## src/rtl/endian_bridge_pkg.sv

```systemverilog
package endian_bridge_pkg;

    localparam int LANES = 4;
    localparam int DATA_W = 8 * LANES;

    typedef enum logic [1:0] {
        SZ_BYTE = 2'd0,
        SZ_HALF = 2'd1,
        SZ_WORD = 2'd2,
        SZ_RSVD = 2'd3
    } acc_size_e;

    // bit0 big-endian core, bit1 translation enable, bit2 expansion swap enable
    typedef struct packed {
        logic xbus_swap_en;
        logic xlate_en;
        logic big_endian;
    } ctrl_t;

    localparam ctrl_t CTRL_RESET = '{xbus_swap_en: 1'b1, xlate_en: 1'b0, big_endian: 1'b0};

    function automatic logic [DATA_W-1:0] permute_lanes(input logic [DATA_W-1:0] d,
                                                        input logic [1:0] m);
        logic [DATA_W-1:0] r;
        for (int j = 0; j < LANES; j++) r[8*j +: 8] = d[8*(j ^ int'(m)) +: 8];
        return r;
    endfunction

    function automatic logic [LANES-1:0] permute_strb(input logic [LANES-1:0] s,
                                                      input logic [1:0] m);
        logic [LANES-1:0] r;
        for (int j = 0; j < LANES; j++) r[j] = s[j ^ int'(m)];
        return r;
    endfunction

    function automatic logic is_aligned(input logic [1:0] lo, input logic [1:0] sz);
        case (sz)
            SZ_BYTE: return 1'b1;
            SZ_HALF: return ~lo[0];
            SZ_WORD: return (lo == 2'b00);
            default: return 1'b0;
        endcase
    endfunction

    // address-coherent code: mirror position inside the word
    function automatic logic [1:0] ac_code(input logic [1:0] sz);
        case (sz)
            SZ_BYTE: return 2'd3;
            SZ_HALF: return 2'd2;
            default: return 2'd0;
        endcase
    endfunction

    // data-coherent code: reverse bytes inside the access
    function automatic logic [1:0] dc_code(input logic [1:0] sz);
        case (sz)
            SZ_BYTE: return 2'd0;
            SZ_HALF: return 2'd1;
            default: return 2'd3;
        endcase
    endfunction

endpackage

```

## src/rtl/endian_ctrl_regs.sv

```systemverilog
module endian_ctrl_regs
    import endian_bridge_pkg::*;
(
    input  logic       clk,
    input  logic       rst_n,
    input  logic       cfg_we,
    input  logic [2:0] cfg_wdata,
    output ctrl_t      ctrl
);

    ctrl_t ctrl_d, ctrl_q;

    always_comb begin
        ctrl_d = ctrl_q;
        if (cfg_we) ctrl_d = ctrl_t'(cfg_wdata);
    end

    always_ff @(posedge clk or negedge rst_n) begin
        if (!rst_n) ctrl_q <= CTRL_RESET;
        else        ctrl_q <= ctrl_d;
    end

    assign ctrl = ctrl_q;

    // a write lands on the following cycle
    assert_cfg_load_R10: assert property (@(posedge clk) disable iff (!rst_n)
        cfg_we |=> (ctrl == ctrl_t'($past(cfg_wdata))));

endmodule

```

## src/rtl/endian_req_stage.sv

```systemverilog
module endian_req_stage
    import endian_bridge_pkg::*;
#(
    parameter int ADDR_W = 16
) (
    input  logic              clk,
    input  logic              rst_n,
    input  ctrl_t             ctrl,
    input  logic              req_valid,
    output logic              req_ready,
    input  logic [ADDR_W-1:0] req_addr,
    input  logic [1:0]        req_size,
    input  logic              req_we,
    input  logic [DATA_W-1:0] req_wdata,
    input  logic [LANES-1:0]  req_strb,
    input  logic              req_attr,
    input  logic              req_xpath,
    output logic              req_err,
    output logic              mem_valid,
    input  logic              mem_ready,
    output logic [ADDR_W-1:0] mem_addr,
    output logic [1:0]        mem_size,
    output logic              mem_we,
    output logic [DATA_W-1:0] mem_wdata,
    output logic [LANES-1:0]  mem_strb,
    input  logic              fifo_full,
    output logic              push,
    output logic [1:0]        push_code
);

    typedef struct packed {
        logic              valid;
        logic [ADDR_W-1:0] addr;
        logic [1:0]        size;
        logic              we;
        logic [DATA_W-1:0] wdata;
        logic [LANES-1:0]  strb;
        logic              err;
    } req_st_t;

    req_st_t st_d, st_q;
    logic    misaligned, passthru, use_dc, accept;
    logic [1:0] lane_m, addr_m;

    always_comb begin
        misaligned = !is_aligned(req_addr[1:0], req_size);
        passthru   = ctrl.big_endian || (req_xpath && !ctrl.xbus_swap_en);
        use_dc     = ctrl.xlate_en && req_attr;
        lane_m     = passthru ? 2'd0 : (use_dc ? dc_code(req_size) : ac_code(req_size));
        addr_m     = (passthru || use_dc) ? 2'd0 : ac_code(req_size);

        req_ready  = (!st_q.valid || mem_ready) && !(!req_we && fifo_full);
        accept     = req_valid && req_ready;

        st_d     = st_q;
        st_d.err = 1'b0;
        if (st_q.valid && mem_ready) st_d.valid = 1'b0;
        if (accept && !misaligned) begin
            st_d.valid = 1'b1;
            st_d.addr  = {req_addr[ADDR_W-1:2], req_addr[1:0] ^ addr_m};
            st_d.size  = req_size;
            st_d.we    = req_we;
            st_d.wdata = permute_lanes(req_wdata, lane_m);
            st_d.strb  = permute_strb(req_strb, lane_m);
        end
        if (accept && misaligned) st_d.err = 1'b1;

        push      = accept && !misaligned && !req_we;
        push_code = lane_m;
    end

    always_ff @(posedge clk or negedge rst_n) begin
        if (!rst_n) st_q <= '0;
        else        st_q <= st_d;
    end

    assign mem_valid = st_q.valid;
    assign mem_addr  = st_q.addr;
    assign mem_size  = st_q.size;
    assign mem_we    = st_q.we;
    assign mem_wdata = st_q.wdata;
    assign mem_strb  = st_q.strb;
    assign req_err   = st_q.err;

    // a stalled request holds every field
    assert_hold_R9: assert property (@(posedge clk) disable iff (!rst_n)
        (mem_valid && !mem_ready) |=> (mem_valid && $stable(mem_addr) &&
                                       $stable(mem_wdata) && $stable(mem_strb)));

    // nothing misaligned reaches the far side
    assert_aligned_R8: assert property (@(posedge clk) disable iff (!rst_n)
        mem_valid |-> is_aligned(mem_addr[1:0], mem_size));

endmodule

```

## src/rtl/endian_rsp_stage.sv

```systemverilog
module endian_rsp_stage
    import endian_bridge_pkg::*;
#(
    parameter int DEPTH = 4
) (
    input  logic              clk,
    input  logic              rst_n,
    input  logic              push,
    input  logic [1:0]        push_code,
    output logic              fifo_full,
    input  logic              mem_rvalid,
    output logic              mem_rready,
    input  logic [DATA_W-1:0] mem_rdata,
    output logic              rsp_valid,
    input  logic              rsp_ready,
    output logic [DATA_W-1:0] rsp_rdata
);

    localparam int PTR_W = $clog2(DEPTH);
    localparam int CNT_W = $clog2(DEPTH + 1);

    typedef struct packed {
        logic                  valid;
        logic [DATA_W-1:0]     rdata;
        logic [DEPTH-1:0][1:0] codes;
        logic [PTR_W-1:0]      wptr;
        logic [PTR_W-1:0]      rptr;
        logic [CNT_W-1:0]      count;
    } rsp_st_t;

    rsp_st_t st_d, st_q;
    logic    pop;

    always_comb begin
        fifo_full  = (st_q.count == CNT_W'(DEPTH));
        mem_rready = (!st_q.valid || rsp_ready) && (st_q.count != '0);
        pop        = mem_rvalid && mem_rready;

        st_d = st_q;
        if (st_q.valid && rsp_ready) st_d.valid = 1'b0;
        if (pop) begin
            st_d.valid = 1'b1;
            st_d.rdata = permute_lanes(mem_rdata, st_q.codes[st_q.rptr]);
            st_d.rptr  = st_q.rptr + 1'b1;
        end
        if (push) begin
            st_d.codes[st_q.wptr] = push_code;
            st_d.wptr             = st_q.wptr + 1'b1;
        end
        st_d.count = st_q.count + CNT_W'(push) - CNT_W'(pop);
    end

    always_ff @(posedge clk or negedge rst_n) begin
        if (!rst_n) st_q <= '0;
        else        st_q <= st_d;
    end

    assign rsp_valid = st_q.valid;
    assign rsp_rdata = st_q.rdata;

    // the mode record never drops an outstanding read
    assert_no_overflow_R7: assert property (@(posedge clk) disable iff (!rst_n)
        !(push && fifo_full));

    // a held reply stays put
    assert_rsp_hold_R9: assert property (@(posedge clk) disable iff (!rst_n)
        (rsp_valid && !rsp_ready) |=> (rsp_valid && $stable(rsp_rdata)));

endmodule

```

## src/rtl/endian_bridge.sv

```systemverilog
module endian_bridge
    import endian_bridge_pkg::*;
#(
    parameter int ADDR_W = 16,
    parameter int RD_DEPTH = 4
) (
    input  logic              clk,
    input  logic              rst_n,
    input  logic              cfg_we,
    input  logic [2:0]        cfg_wdata,
    input  logic              req_valid,
    output logic              req_ready,
    input  logic [ADDR_W-1:0] req_addr,
    input  logic [1:0]        req_size,
    input  logic              req_we,
    input  logic [31:0]       req_wdata,
    input  logic [3:0]        req_strb,
    input  logic              req_attr,
    input  logic              req_xpath,
    output logic              req_err,
    output logic              mem_valid,
    input  logic              mem_ready,
    output logic [ADDR_W-1:0] mem_addr,
    output logic [1:0]        mem_size,
    output logic              mem_we,
    output logic [31:0]       mem_wdata,
    output logic [3:0]        mem_strb,
    input  logic              mem_rvalid,
    output logic              mem_rready,
    input  logic [31:0]       mem_rdata,
    output logic              rsp_valid,
    input  logic              rsp_ready,
    output logic [31:0]       rsp_rdata
);

    ctrl_t      ctrl;
    logic       fifo_full, push;
    logic [1:0] push_code;

    endian_ctrl_regs u_ctrl (
        .clk       (clk),
        .rst_n     (rst_n),
        .cfg_we    (cfg_we),
        .cfg_wdata (cfg_wdata),
        .ctrl      (ctrl)
    );

    endian_req_stage #(.ADDR_W(ADDR_W)) u_req (
        .clk       (clk),
        .rst_n     (rst_n),
        .ctrl      (ctrl),
        .req_valid (req_valid),
        .req_ready (req_ready),
        .req_addr  (req_addr),
        .req_size  (req_size),
        .req_we    (req_we),
        .req_wdata (req_wdata),
        .req_strb  (req_strb),
        .req_attr  (req_attr),
        .req_xpath (req_xpath),
        .req_err   (req_err),
        .mem_valid (mem_valid),
        .mem_ready (mem_ready),
        .mem_addr  (mem_addr),
        .mem_size  (mem_size),
        .mem_we    (mem_we),
        .mem_wdata (mem_wdata),
        .mem_strb  (mem_strb),
        .fifo_full (fifo_full),
        .push      (push),
        .push_code (push_code)
    );

    endian_rsp_stage #(.DEPTH(RD_DEPTH)) u_rsp (
        .clk        (clk),
        .rst_n      (rst_n),
        .push       (push),
        .push_code  (push_code),
        .fifo_full  (fifo_full),
        .mem_rvalid (mem_rvalid),
        .mem_rready (mem_rready),
        .mem_rdata  (mem_rdata),
        .rsp_valid  (rsp_valid),
        .rsp_ready  (rsp_ready),
        .rsp_rdata  (rsp_rdata)
    );

endmodule

```

## config.mk

```make
export PLATFORM = sky130hd
export DESIGN_NAME = endian_bridge
export DESIGN_NICKNAME = d
export VERILOG_FILES = /design/src/rtl/endian_bridge_pkg.sv /design/src/rtl/endian_ctrl_regs.sv /design/src/rtl/endian_req_stage.sv /design/src/rtl/endian_rsp_stage.sv /design/src/rtl/endian_bridge.sv
export SDC_FILE = /design/constraint.sdc
export NUM_CORES = 1
export LEC_CHECK = 0
export CAP_MARGIN = 20
export CORE_MARGIN = 4
export CORE_UTILIZATION = 35
export CTS_CLUSTER_DIAMETER = 100
export CTS_CLUSTER_SIZE = 8
export DETAILED_ROUTE_END_ITERATION = 8
export DONT_BUFFER_PORTS = 1
export GPL_TIMING_DRIVEN = 0
export PLACE_DENSITY_LB_ADDON = 0.08
export SLEW_MARGIN = 5
export SYNTH_ARGS = -nofsm -noshare
export SYNTH_HDL_FRONTEND = slang
export SYNTH_HIERARCHICAL = 1
export SYNTH_SLANG_ARGS = --single-unit
export TNS_END_PERCENT = 5
```

## constraint.sdc

```tcl
create_clock -name clk -period 3.2 [get_ports clk]
set_input_delay 0.64 -clock clk [delete_from_list [all_inputs] [get_ports clk]]
set_output_delay 0.64 -clock clk [all_outputs]
set_load 0.01 [all_outputs]
```

==> impl.org, run 1 <==
** Outcome
- Run status :: finished clean

** Pwr
- Pint :: 3.64 mW
- Total power for the finished layout comes to 5.94 mW.
- Of the total power, registers draw 0.415.
- Of the total power, the share spent switching nets is 0.387.
- For this design the total switching power over the nets is 2.30 mW.
- For this design the ratio of total power to cell area is 833 nW/um2.
- Of the total power, the clock network draws 0.208.
- Logic pwr share :: 0.377
- The worst-case IR drop observed on VDD is 0.292 mV.
- The analysis attributes to cell leakage a power of 2.89 nW.

** Final layout
- Area growth from synthesis to layout :: 9.95%
- Fillers :: 1790
- In the final layout, the share of cells above drive strength 1 is 0.153.
- # nets final :: 775
- 0 antenna diodes ended up in the layout.

** CTS
- # H-tree levels :: 3
- Number of clock buffers inserted by TritonCTS :: 9
- The clock reaches the later pin of the worst-skew pair after 0.35 ns.
- The cell sitting at the root of the clock tree is a sky130_fd_sc_hd__clkbuf_16.
- Once the clock tree was built, the setup fixing pass inserted 0 buffers.
- Clock sink count :: 108
- After clock tree synthesis, the clock-pin slew on the worst setup and hold paths is 0.07 ns.
- CTS tree :: yes
- Buffer levels on the longest clock path :: 2

** Global routing
- Number of antenna violations at the first check in global routing :: 0
- Number of global-route vias before repair :: 5864
- Global route overflow :: 0
- Across every metal layer, demand over resource in global routing totals 0.217.
- Entering global routing, the biggest net connects 108 pins.
- Wire length of the first global-routing pass :: 34900 um

** Synthesis
- Mapped cell area :: 6490 um2
- The share of the Yosys chip area taken by registers is 0.417.
- Counting flops with a built-in enable in the synthesized netlist gives 0.
- Net Count, Synth :: 762
- Warnings from Yosys :: 6
- Among all flip-flop cells after synthesis, the most frequent one is sky130_fd_sc_hd__dfrtp_1.
- Counting flops with an async set or reset pin after synthesis yields a share of 1.00.
- Synthesis produced a netlist whose cell count is 656.
- Mean area per synthesized cell :: 9.89 um2
- Post-synthesis sequential element count :: 108
- Count of different cell masters after synthesis :: 45

** Floorplanning
- Die Y-Extent :: 144 um
- Initial cell density of the core :: 0.359
- Number of rows in the core area :: 49
- Placeable core region :: 18100 um2
- Die Area :: 20800 um2
- 191 I/O pins were placed.
- The die is 144 um wide.

** Worst setup path
- Crit Path Class :: reg2out
- STA classifies the critical path startpoint as a register.
- Setup slack on the worst reg-to-reg path comes out at 0.83 ns.
- STA classifies the critical path endpoint as a primary output.
- Worst path required time :: 2.56 ns
- Endpoint arrival time on the critical path :: 1.96 ns
- Along the worst path, the maximum fanout reaches 10.

** Timing
- Max-slew violation count :: 0
- Setup total negative slack on the finished layout was measured at 0 ns.
- Derived from the worst setup path, the maximum achievable clock frequency is 0.385 GHz.
- Setup skew after layout :: 0.00716 ns
- Final setup fails :: 0
- Least-Margin Pin Slew :: 0.645 ns
- Final worst-path cycle share :: 0.812
- The routed design could run at a clock period as short as 2.60 ns.
- Measured against its own limit, the worst slew margin works out to 0.570.
- Count of endpoints failing hold in the final timing report :: 0
- Worst hold slack :: 0.123 ns
- Setup repair after global routing missed its margin :: false

** Placed design
- Number of port buffers :: 0
- Detailed placement finished with a half-perimeter wire length of 16900 um.
- At the end of routability-driven placement, the weighted congestion stood at 0.948.

** Routing
- Antenna-violating nets left :: 0
- For this block, the initial DRC count from the detailed router was 933.
- After detailed routing, the average wire length per cell comes to 25.5 um.
- For this run, the detailed router's first-pass iteration total came to 8.
- Via count :: 5648
- After detailed routing, the number of remaining DRC violations is 0.
- The routed design has 23000 um of wire.
- Detail-routed via count per cell :: 6.26

** Hold path
- Hold Crit Class :: in2async

** Flow run
- Number of max-cap violations :: 0
## logic make-up (layout without fill, tap and decap cells)
kind of cell               after synthesis  count (layout)  synth area share
DFF                                    108             108             0.417
muxes                                   62              62             0.105
xor gates and xnor gates                 7               7           0.00945
adders and majority gates                7               7            0.0147
AOI/OAI and AO/OA                      222             222             0.263
and+or+nand+nor                        104             104            0.0698
buffers and inverters                  146             163             0.121
## path summary, 6_finish.rpt
check                                            startpoint  cells after the start                              end
max in group asynchronous                             rst_n                      1  u_req/mem_wdata[18]$_DFFE_PN0P_
worst max register to register  u_rsp/rsp_valid$_DFFE_PN0P_                     10          u_rsp/st_q[2]$_DFF_PN0_
worst min-delay path                                  rst_n                      0       u_ctrl/ctrl[2]$_DFFE_PN1P_
min in group clk                               req_addr[14]                      1   u_req/mem_addr[14]$_DFFE_PN0P_
worst max-delay path            u_rsp/rsp_valid$_DFFE_PN0P_                      4                       mem_rready
worst min register to register   u_rsp/st_q[11]$_DFFE_PN0P_                      1       u_rsp/st_q[11]$_DFFE_PN0P_
## registers in the layout (all words and copies together), names as in the netlist
name and flops:
u_rsp/rsp_valid 1, u_ctrl/ctrl 3, u_rsp/st_q 15, u_req/mem_strb 4, u_rsp/rsp_rdata 32, u_req/mem_we 1, u_req/mem_valid 1, u_req/mem_size 2
u_req/mem_wdata 32, u_req/mem_addr 16, u_req/req_err 1
## synthesized netlist by cell type (6+ instances only)
cell	count	area share
sky130_fd_sc_hd__inv_1	44	0.025
sky130_fd_sc_hd__buf_6	10	0.017
sky130_fd_sc_hd__buf_2	15	0.012
sky130_fd_sc_hd__o221ai_1	32	0.043
sky130_fd_sc_hd__a31oi_1	36	0.035
sky130_fd_sc_hd__nand2_1	80	0.046
sky130_fd_sc_hd__buf_4	38	0.044
sky130_fd_sc_hd__o32ai_1	36	0.049
sky130_fd_sc_hd__a21oi_1	40	0.031
sky130_fd_sc_hd__o31ai_1	32	0.037
sky130_fd_sc_hd__mux2i_1	32	0.049
sky130_fd_sc_hd__mux2_1	9	0.016
sky130_fd_sc_hd__clkbuf_1	34	0.020
sky130_fd_sc_hd__dfrtp_1	107	0.41
sky130_fd_sc_hd__ha_1	6	0.012
sky130_fd_sc_hd__a222oi_1	36	0.056
sky130_fd_sc_hd__mux2_2	19	0.033
## layout by cell type, fill, tap and decap left out, types with 19 or more instances in the layout
cell                       Yosys  routed
sky130_fd_sc_hd__dfrtp_1     107     107
sky130_fd_sc_hd__a31oi_1      36      36
sky130_fd_sc_hd__o32ai_1      36      36
sky130_fd_sc_hd__clkbuf_1     34      34
sky130_fd_sc_hd__o31ai_1      32      32
sky130_fd_sc_hd__o221ai_1     32      32
sky130_fd_sc_hd__a21oi_1      40      40
sky130_fd_sc_hd__mux2_2       19      19
sky130_fd_sc_hd__nand2_1      80      80
sky130_fd_sc_hd__a222oi_1     36      36
sky130_fd_sc_hd__buf_4        38      38
sky130_fd_sc_hd__mux2i_1      32      32
sky130_fd_sc_hd__inv_1        44      44
## cell type report
cell class / instances / area (um2) / share of cell area
Tap cell: 229 / 287 / 0.0402
Timing Repair Buffer: 2 / 35.0 / 0.00491
Buffer: 102 / 619 / 0.0868
Clock inverter: 5 / 85.1 / 0.0119
Clock buffer: 10 / 239 / 0.0335
Inverter: 44 / 165 / 0.0232
Sequential cell: 108 / 2700 / 0.379
Multi-Input combinational cell: 402 / 3000 / 0.420
## power by group through the flow
stage | Sequential, mW | Clock [mW] | Combinational (mW)
floorplan | 2.32 | 0 | 1.76
global placement | 2.49 | 0 | 2.17
detailed placement | 2.51 | 0 | 2.22
CTS | 2.48 | 1.27 | 2.26
global route | 2.54 | 1.33 | 2.46
finish | 2.47 | 1.23 | 2.24
## through the flow
stage / cell area [um2] / instances / worst slack [ns] / util
3_3_place_gp: 6770 / 885 / 0.335 / 0.375
2_1_floorplan: 6490 / 656 / 0.836 / -
5_1_grt: 7130 / 902 / 0.491 / 0.394
4_1_cts: 7130 / 901 / 0.167 / 0.394
6_report: 7130 / 902 / 0.601 / 0.394
3_5_place_dp: 6770 / 885 / 0.315 / 0.375
## timing repair
action	4_1_cts	5_1_grt
hold endpoints to repair	107	0
setup endpoints to repair	0	0
hold buffers	1	0
resized for setup	0	0
## critical path, stage by stage, from the launching register on
cell and delay, ns:
sky130_fd_sc_hd__dfrtp_1 0.43, sky130_fd_sc_hd__nor2b_1 0.15, sky130_fd_sc_hd__clkbuf_1 0.29, sky130_fd_sc_hd__clkbuf_1 0.53, sky130_fd_sc_hd__nor2_1 0.20
## routing by layer
| metal | track usage | routed length, um | up-vias |
|---|---|---|---|
| met5 | 0 | 0 | - |
| met4 | 0.0736 | 551 | 0 |
| met3 | 0.0648 | 2370 | 34 |
| met2 | 0.360 | 11100 | 328 |
| met1 | 0.272 | 9010 | 2782 |
| li1 | - | - | 2504 |
Power figures use the tool's default switching activity.
==> run 2, diff against run 1 <==
==> constraint.sdc (replaced) <==
create_clock -name clk -period 2.3 [get_ports clk]
set_input_delay 0.46 -clock clk [delete_from_list [all_inputs] [get_ports clk]]
set_output_delay 0.46 -clock clk [all_outputs]
set_load 0.01 [all_outputs]
==> run 2 against run 1 <==
The flow now finishes with violations (DRC, hold timing). Largest cell class unchanged. Sequential power up 40%. Cell area is 0.53% higher. Critical endpoint is now u_req/mem_wdata[4]$_DFFE_PN0P_. Combinational power grew 40%. Clock power up 37%. First-iteration DRC count fell by 23%. Register-to-register slack worse by 0.80 ns.
==> impl.org, run 2 (synthesis results as in run 1) <==
** Global routing
- GR Layer Usage met1 :: 0.259 (was 0.272)
- The initial antenna violation count is 0 (unchanged).
- Met2 Use GR :: 0.368 (was 0.360)
- Pin count of the biggest net entering global routing :: 109 (was 108)
- Wire length of the first global-routing pass :: 34300 um (was 34900 um)
- GR peak layer :: met2 (unchanged)
- Number of global-route vias before repair :: 5974 (was 5864)
- The global routing usage on met3 is 0.0645 (was 0.0648).
- Global route overflow :: 0 (unchanged)
- The overall fraction of global-route tracks in use was 0.215 (was 0.217).

** Timing
- Time the final worst path needs with I/O delays and setup :: 2.27 ns
- The worst-case clock skew was 0.00513 ns (was 0.00716 ns).
- The number of hold violations in the final report came to 108 (was 0).
- The remaining max-slew budget at the tightest pin is 0.555 (was 0.570).
- The final worst slack came to 0.0313 ns (was 0.601 ns).
- Worst hold slack :: -0.198 ns (was 0.123 ns)
- The slew at the pin closest to its max-slew limit came to 0.668 ns (was 0.645 ns).
- Static timing analysis puts the maximum clock frequency at 0.441 GHz.
- Final worst-path cycle share :: 0.986
- Final setup fails :: 0 (unchanged)
- Setup repair after global routing missed its margin: true (was false).
- Max-slew violation count :: 0 (unchanged)

** CTS
- The register clock-pin slew on the reported worst setup and hold paths is 0.07 ns (about the same).
- The H-tree level count was 3 (unchanged).
- Clock sink count :: 108 (unchanged)
- CTS root buffer :: sky130_fd_sc_hd__clkbuf_16 (unchanged)
- The clock tree from TritonCTS was yes (unchanged).
- Number of clock buffers inserted by TritonCTS :: 9 (unchanged)
- Buffer levels on the longest clock path :: 2 (unchanged)
- Worst skew pair latency :: 0.35 ns (about the same)

** Final layout
- Top library cells by usage in the layout, fill and taps aside: sky130_fd_sc_hd__dfrtp_1, sky130_fd_sc_hd__nand2_1, sky130_fd_sc_hd__inv_1 (unchanged).
- Area growth from synthesis to layout :: 10.5% (was 9.95%)
- Ratio of cells with drive above 1 in the final layout :: 0.175 (was 0.153)
- The fraction of the core area covered by cells at the end of the flow was 0.396 (was 0.394).
- # nets final :: 776 (was 775)
- Total inserted antenna cells :: 0 (unchanged)
- Commonest non-fill, non-tap cell in the layout :: sky130_fd_sc_hd__dfrtp_1 (unchanged)

** Floorplanning
- Initial cell density of the core :: 0.359 (unchanged)
- Die Y-Extent :: 144 um (unchanged)
- Die W :: 144 um (unchanged)
- The row count was 49 (unchanged).
- Placeable core region :: 18100 um2 (unchanged)
- # IOs :: 191 (unchanged)
- Die Area :: 20800 um2 (unchanged)

** Worst setup path
- Worst path required time :: 2.51 ns (was 2.56 ns)
- Capture point of the worst path :: u_req/mem_wdata[4]$_DFFE_PN0P_ (was mem_rready)
- The arrival time at the worst endpoint was 2.48 ns (was 1.96 ns).
- RR Endpoint :: u_req/mem_wdata[4]$_DFFE_PN0P_ (was u_rsp/st_q[2]$_DFF_PN0_)
- Worst path max stage delay :: 0.53 ns (about the same)
- The kind of critical path is reg2reg (was reg2out).
- Maximum fanout count along the critical path :: 10 (unchanged)
- Setup crit end kind :: register (was primary output)
- Worst Reg2Reg Path Length in Cells :: 7 (was 10)
- Cells along the critical path: nor2b_1 -> buf_2 -> a211o_1 -> clkbuf_4 -> buf_6 -> a222oi_1 -> a31oi_1 (was nor2b_1 -> clkbuf_1 -> clkbuf_1 -> nor2_1).
- Startpoint types :: register (unchanged)
- Startpoint of the worst-slack reg-to-reg timing path :: u_ctrl/ctrl[2]$_DFFE_PN1P_ (was u_rsp/rsp_valid$_DFFE_PN0P_)
- Cell with the largest stage delay on the worst path :: sky130_fd_sc_hd__dfstp_2 (was sky130_fd_sc_hd__clkbuf_1)
- The launch point of the critical path is u_ctrl/ctrl[2]$_DFFE_PN1P_ (was u_rsp/rsp_valid$_DFFE_PN0P_).
- Setup slack of the worst register-to-register path :: 0.03 ns (was 0.83 ns)

** Placed design
- HPWL after detailed placement :: 16700 um (was 16900 um)
- Number of port buffers :: 0 (unchanged)
- The global placement routability congestion is 0.939 (was 0.948).
- The pre-CTS setup slack is -0.391 ns (was 0.315 ns).

** Hold path
- Hold Crit Class :: in2async (unchanged)

** Routing
- The number of routed nets with antenna violations came to 0 (unchanged).
- Router iterations before antenna repair :: 9 (was 8)
- Average wire length per cell after detail routing :: 25.3 um (was 25.5 um)
- DRC violations left :: 9 (was 0)
- The wire length after detailed routing came to 22800 um (was 23000 um).
- The detailed router's first-iteration violation count is 714 (was 933).
- The per-cell via count in the routed design is 6.28 (was 6.26).
- The total number of vias was 5681 (was 5648).

** Pwr
- The areal power density over the cells is 1160 nW/um2 (was 833 nW/um2).
- The worst supply voltage drop on vdd came to 0.405 mV (was 0.292 mV).
- The leakage power of the design is 2.91 nW (was 2.89 nW).

** Flow run
- The number of maximum-capacitance constraint violations is 0 (unchanged).

** Outcome
- Run status: finished, violations left (was finished clean).
- The final reports fail on DRC, hold timing.
-- run 2: timing repair --
action,4_1_cts,5_1_grt
setup buffers,0,4
resized for setup,5,11
setup endpoints to repair,6,10
pin swaps,0,5
endpoints found under the hold margin,108,108
-- run 2: per-stage QoR --
| stage | instance area (um2) | hold slack [ns] | TNS, ns | cells | total power, mW |
|---|---|---|---|---|---|
| floorplan | 6490 | 0.164 | 0 | 656 | 5.69 |
| detailed placement | 6780 | 0.171 | -3.89 | 885 | 6.58 |
| CTS | 7110 | -0.216 | -0.0433 | 900 | 8.33 |
| global route | 7170 | -0.222 | -0.0486 | 904 | 8.81 |
| finish | 7170 | -0.198 | 0 | 904 | 8.28 |
| global placement | 6780 | 0.171 | -3.69 | 885 | 6.49 |
-- run 2: worst max-delay path, delay by kind of cell (launching register included) --
family / cells / cell delay (ns)
AO/OA/AOI/OAI: 3 / 0.98
buffers and inverters: 3 / 0.56
AND/OR/NAND/NOR: 1 / 0.05
flip-flops: 1 / 0.53
-- run 2: how the worst min path moves through the flow --
stage                      from                              end  cells after the start
after floorplan           rst_n       u_ctrl/ctrl[0]$_DFFE_PN0P_                      0
after global placement    rst_n  u_rsp/rsp_rdata[22]$_DFFE_PN0P_                      0
after detailed placement  rst_n  u_rsp/rsp_rdata[22]$_DFFE_PN0P_                      0
after CTS                 rst_n  u_rsp/rsp_rdata[22]$_DFFE_PN0P_                      0
after global routing      rst_n  u_rsp/rsp_rdata[23]$_DFFE_PN0P_                      0
final                     rst_n  u_rsp/rsp_rdata[22]$_DFFE_PN0P_                      0
-- run 2: power by group --
part | internal, mW | switching, mW | total [mW]
Clock | 0.963 | 0.730 | 1.69
Combinational | 1.45 | 1.69 | 3.14
Sequential | 2.67 | 0.785 | 3.45
Total | 5.08 | 3.20 | 8.28
-- run 2: area by class of cell --
class / instances / area (um2)
Clock inverter: 7 / 98.8
Timing Repair Buffer: 4 / 30.0
Inverter: 44 / 165
Sequential cell: 108 / 2710
Multi-Input combinational cell: 402 / 3040
Clock buffer: 9 / 225
Fill cell: 1822 / 10900
Buffer: 101 / 622
Tap cell: 229 / 287
-- run 2: routing by layer --
| metal | vias to the layer above | share of wire | wire length, um |
|---|---|---|---|
| met5 | - | 0 | 0 |
| li1 | 2499 | - | - |
| met2 | 344 | 0.49 | 11200 |
| met3 | 34 | 0.10 | 2390 |
| met4 | 0 | 0.017 | 399 |
| met1 | 2804 | 0.39 | 8820 |
==> run 3, diff against run 2 <==
--- a/config.mk
+++ b/config.mk
@@ -6,6 +6,7 @@
 export NUM_CORES = 1
 export LEC_CHECK = 0
 export CAP_MARGIN = 20
+export CORE_ASPECT_RATIO = 1.4
 export CORE_MARGIN = 4
 export CORE_UTILIZATION = 35
 export CTS_CLUSTER_DIAMETER = 100
@@ -17,6 +18,5 @@
 export SLEW_MARGIN = 5
 export SYNTH_ARGS = -nofsm -noshare
 export SYNTH_HDL_FRONTEND = slang
-export SYNTH_HIERARCHICAL = 1
 export SYNTH_SLANG_ARGS = --single-unit
 export TNS_END_PERCENT = 5
==> constraint.sdc (replaced) <==
create_clock -name clk -period 2.13 [get_ports clk]
set_input_delay 0.426 -clock clk [delete_from_list [all_inputs] [get_ports clk]]
set_output_delay 0.426 -clock clk [all_outputs]
set_load 0.01 [all_outputs]
==> run 3 against run 2 <==
The flow finishes with violations (hold timing). First-iteration DRC count decreased by 38%. Sequential share of layout area down 2.0 points. Clock-buffer cell count unchanged. Synthesized area up 4.7%. Hold slack worse by 0.040 ns. Via count grew 5.6%. Die area up 4.6%. Total power grew 7.0%. Clock skew up 0.0017 ns. Synthesized cell count increased by 13%. Non-clock buffer count increased by 2. Highest routed layer unchanged.
==> impl.org, run 3 <==
** Outcome
- Run status: finished, violations left (unchanged).
- Violations in the final reports :: hold timing (was DRC, hold timing)

** Pwr
- The total power consumption of the routed design is 8.86 mW (was 8.28 mW).
- Power per unit of standard cell area :: 1170 nW/um2 (was 1160 nW/um2)
- Worst IR drop on VDD :: 0.378 mV (was 0.405 mV)
- Static leakage power :: 3.12 nW (was 2.91 nW)

** Timing
- Setup skew after layout :: 0.00681 ns (was 0.00513 ns)
- The fraction of the cycle the final worst path needs is 0.990 (was 0.986).
- The maximum frequency from static timing analysis came to 0.474 GHz (was 0.441 GHz).
- The worst slack on hold paths was -0.238 ns (was -0.198 ns).
- Count of endpoints failing hold in the final timing report :: 108 (unchanged)
- Max-slew violation count :: 0 (unchanged)
- The slew at the pin closest to its max-slew limit is 0.682 ns (was 0.668 ns).
- Setup total negative slack :: 0 ns (unchanged)
- The number of setup violations in the final report was 0 (unchanged).
- Slew margin rel. :: 0.544 (was 0.555)
- The post-route minimum period was 2.11 ns (was 2.27 ns).
- Setup repair after global routing missed its margin: true (unchanged).

** Placed design
- Number of port buffers :: 0 (unchanged)
- HPWL after detailed placement :: 19400 um (was 16700 um)
- The placed cell area was 7150 um2 (was 6780 um2).
- Placer congestion estimate :: 0.895 (was 0.939)

** Final layout
- The number of antenna cells inserted came to 0 (unchanged).
- Share of the core filled with cells in the final layout :: 0.395 (was 0.396)
- The total number of nets in the final design came to 862 (was 776).
- Top library cells by usage in the layout, fill and taps aside :: sky130_fd_sc_hd__nand2_1, sky130_fd_sc_hd__dfrtp_1, sky130_fd_sc_hd__a21oi_1 (was sky130_fd_sc_hd__dfrtp_1, sky130_fd_sc_hd__nand2_1, sky130_fd_sc_hd__inv_1)
- Post-route cell area :: 7570 um2 (was 7170 um2)
- Commonest non-fill, non-tap cell in the layout :: sky130_fd_sc_hd__nand2_1 (was sky130_fd_sc_hd__dfrtp_1)
- Fillers :: 1942 (was 1822)
- The area growth from synthesis to layout came to 11.5% (was 10.5%).
- The share of post-route cells with drive strength above 1 came to 0.198 (was 0.175).

** Floorplanning
- The initial core utilization was 0.355 (was 0.359).
- # IOs :: 191 (unchanged)
- Number of rows in the core area :: 60 (was 49)
- The die width came to 126 um (was 144 um).
- The y dimension of the die came to 173 um (was 144 um).
- The area enclosed by the die boundary came to 21700 um2 (was 20800 um2).
- Placeable core region :: 19100 um2 (was 18100 um2)

** Routing
- The total number of vias is 5998 (was 5681).
- The number of routed nets with antenna violations is 0 (unchanged).
- Count of routing violations after the opening detailed-route iteration :: 442 (was 714)
- WL final :: 24400 um (was 22800 um)
- Average wire length per cell after detail routing :: 24.1 um (was 25.3 um)
- DRC violations left :: 0 (was 9)
- The first-pass iteration count of the detailed router came to 5 (was 9).
- The per-cell via count in the routed design is 5.94 (was 6.28).

** Worst setup path
- Among the stages of the critical path, the cell type that occurs most often is sky130_fd_sc_hd__inv_1.
- The arrival time at the worst endpoint is 2.35 ns (was 2.48 ns).
- The endpoint type of the worst setup path is a register (unchanged).
- Maximum fanout count along the critical path :: 5 (was 10)
- Cell with the largest stage delay on the worst path :: sky130_fd_sc_hd__dfrtp_1 (was sky130_fd_sc_hd__dfstp_2)
- The source of the worst register-to-register timing path was u_rsp.st_q[2]$_DFF_PN0_ (was u_ctrl/ctrl[2]$_DFFE_PN1P_).
- Cells along the critical path: or3_4 -> nand3_4 -> inv_4 -> ha_4 -> inv_1 -> ha_1 -> inv_1 -> fa_2 -> xnor2_2 -> xnor2_1 (was nor2b_1 -> buf_2 -> a211o_1 -> clkbuf_4 -> buf_6 -> a222oi_1 -> a31oi_1).
- The nature of the critical path startpoint was a register (unchanged).
- Worst path max stage delay :: 0.41 ns (was 0.53 ns)
- Crit Path Class :: reg2reg (unchanged)
- The launch point of the critical path is u_rsp.st_q[2]$_DFF_PN0_ (was u_ctrl/ctrl[2]$_DFFE_PN1P_).
- Worst path required time :: 2.37 ns (was 2.51 ns)

** Synthesis
- The most common flop cell mapped by yosys was sky130_fd_sc_hd__dfrtp_1 (unchanged).
- Mean area per synthesized cell :: 9.17 um2 (was 9.89 um2)
- The part of the Yosys area used for sequential elements was 0.398 (was 0.417).
- The net count after synthesis is 847 (was 762).
- Share of synthesized registers carrying an async set or reset :: 1.00 (unchanged)
- Post-synthesis sequential element count :: 108 (unchanged)
- The count of flip-flops with a built-in enable after synthesis came to 0 (unchanged).
- Cell taking the most area after synthesis :: sky130_fd_sc_hd__dfrtp_1 (unchanged)
- Top post-synthesis cells by area :: sky130_fd_sc_hd__dfrtp_1, sky130_fd_sc_hd__mux2i_1, sky130_fd_sc_hd__nand2_1, sky130_fd_sc_hd__buf_4, sky130_fd_sc_hd__o221ai_1 (was sky130_fd_sc_hd__dfrtp_1, sky130_fd_sc_hd__a222oi_1, sky130_fd_sc_hd__mux2i_1, sky130_fd_sc_hd__o32ai_1, sky130_fd_sc_hd__nand2_1)
- Count leader, synth :: sky130_fd_sc_hd__nand2_1 (was sky130_fd_sc_hd__dfrtp_1)
- The area fraction of the dominant cell type after synthesis came to 0.394 (was 0.413).
- Top cells by count, synth: sky130_fd_sc_hd__nand2_1, sky130_fd_sc_hd__dfrtp_1, sky130_fd_sc_hd__a21oi_1 (was sky130_fd_sc_hd__dfrtp_1, sky130_fd_sc_hd__nand2_1, sky130_fd_sc_hd__inv_1).
- The total number of yosys warnings was 0 (was 6).
- The mapped cell area came to 6790 um2 (was 6490 um2).
- Count of different cell masters after synthesis :: 43 (was 45)
- Synthesized netlist cell count :: 741 (was 656)

** CTS
- Number of clock buffers inserted by TritonCTS :: 9 (unchanged)
- Clock-pin slew reported for the worst setup and hold paths after clock tree synthesis :: 0.08 ns (was 0.07 ns)
- The number of clock sinks seen by CTS is 108 (unchanged).
- The largest buffer count on any clock path is 2 (unchanged).
- CTS tree :: yes (unchanged)
- Worst skew pair latency :: 0.35 ns (about the same)
- CTS root buffer :: sky130_fd_sc_hd__clkbuf_16 (unchanged)
- The H-tree level count is 3 (unchanged).

** Hold path
- The classification of the worst-slack hold path is in2async (unchanged).

** Global routing
- Wire length of the first global-routing pass :: 37900 um (was 34300 um)
- The leftover overflow at the end of global routing is 0 (unchanged).
- Pin count of the biggest net entering global routing :: 109 (unchanged)
- The initial antenna violation count was 0 (unchanged).
- The via count of the first global-routing pass came to 6233 (was 5974).
- The overall fraction of global-route tracks in use came to 0.220 (was 0.215).

** Flow run
- The number of maximum-capacitance constraint violations is 0 (unchanged).
## run 3: cell count changes after synthesis, sizes merged, moves of 16 or more
| cell | delta |
|---|---|
| nand3 | +36 |
| inv | -18 |
| o32ai | -18 |
| nor2 | +33 |
| a222oi | -36 |
| nand2 | +28 |
| a22oi | +18 |
| a31oi | -18 |
| a2111oi | +18 |
| mux2i | +18 |
| a21bo | +18 |
| mux2 | -16 |
| a221oi | +18 |
## run 3: report_power, final
| part | leakage, nW | internal [mW] | switching (mW) |
|---|---|---|---|
| Sequential | 1.28 | 2.86 | 0.793 |
| Combinational | 1.67 | 1.53 | 1.81 |
| Clock | 0.158 | 1.04 | 0.828 |
## run 3: final timing paths
check	cells after the start	endpoint	slack [ns]
min	0	u_rsp.rsp_valid$_DFFE_PN0P_	-0.24
max reg2reg	10	u_rsp.st_q[2]$_DFF_PN0_	0.02
min reg2reg	2	u_rsp.rsp_rdata[10]$_DFFE_PN0P_	0.50
min in group clk	2	u_req.mem_addr[4]$_DFFE_PN0P_	0.18
max	10	u_rsp.st_q[2]$_DFF_PN0_	0.02
max in group asynchronous	0	u_ctrl.ctrl[2]$_DFFE_PN1P_	2.15
## run 3: through the flow
stage / instances / setup WS [ns]
floorplan: 741 / 0.0113
global placement: 989 / -0.196
detailed placement: 989 / -0.191
CTS: 1006 / -0.0632
global route: 1009 / -0.0675
finish: 1009 / 0.0212
## run 3: per-layer routing
layer | global-route usage | vias up | part of all wire
met5 | 0 | - | 0
met2 | 0.391 | 292 | 0.51
met4 | 0.0787 | 0 | 0.029
li1 | - | 2749 | -
met3 | 0.0581 | 45 | 0.080
met1 | 0.253 | 2912 | 0.38
## run 3: final cells by class
cell class,instances,area [um2],share of cell area
inverters,26,100,0.0132
flip-flops and latches,108,2710,0.357
plain buffers,103,581,0.0767
clock buffers,9,225,0.0298
repair buffers,4,30.0,0.00397
multi-input cells,504,3520,0.465
clock inverters,7,97.6,0.0129
well taps,248,310,0.0410
## run 3: kinds of logic after synthesis
group / synth area share
adder cells (fa/ha/maj): 0.0140
AND/OR/NAND/NOR: 0.134
multiplexers: 0.100
XOR/XNOR: 0.0103
AO/OA/AOI/OAI: 0.244
buffers and inverters: 0.0987
flip-flops: 0.398
## run 3: worst max-delay path: cells and delay by family, from the launching register on
kind                       cells  cell delay, ns
buffers and inverters          3            0.16
and+or+nand+nor                2            0.49
DFF                            1            0.41
adders and majority gates      3            0.68
xor gates and xnor gates       2            0.27
## run 3: what timing repair did
item	CTS	global route
hold endpoints to repair	108	108
setup buffers	1	3
setup endpoints to repair	16	28
resized for setup	11	11
pin swaps	3	5
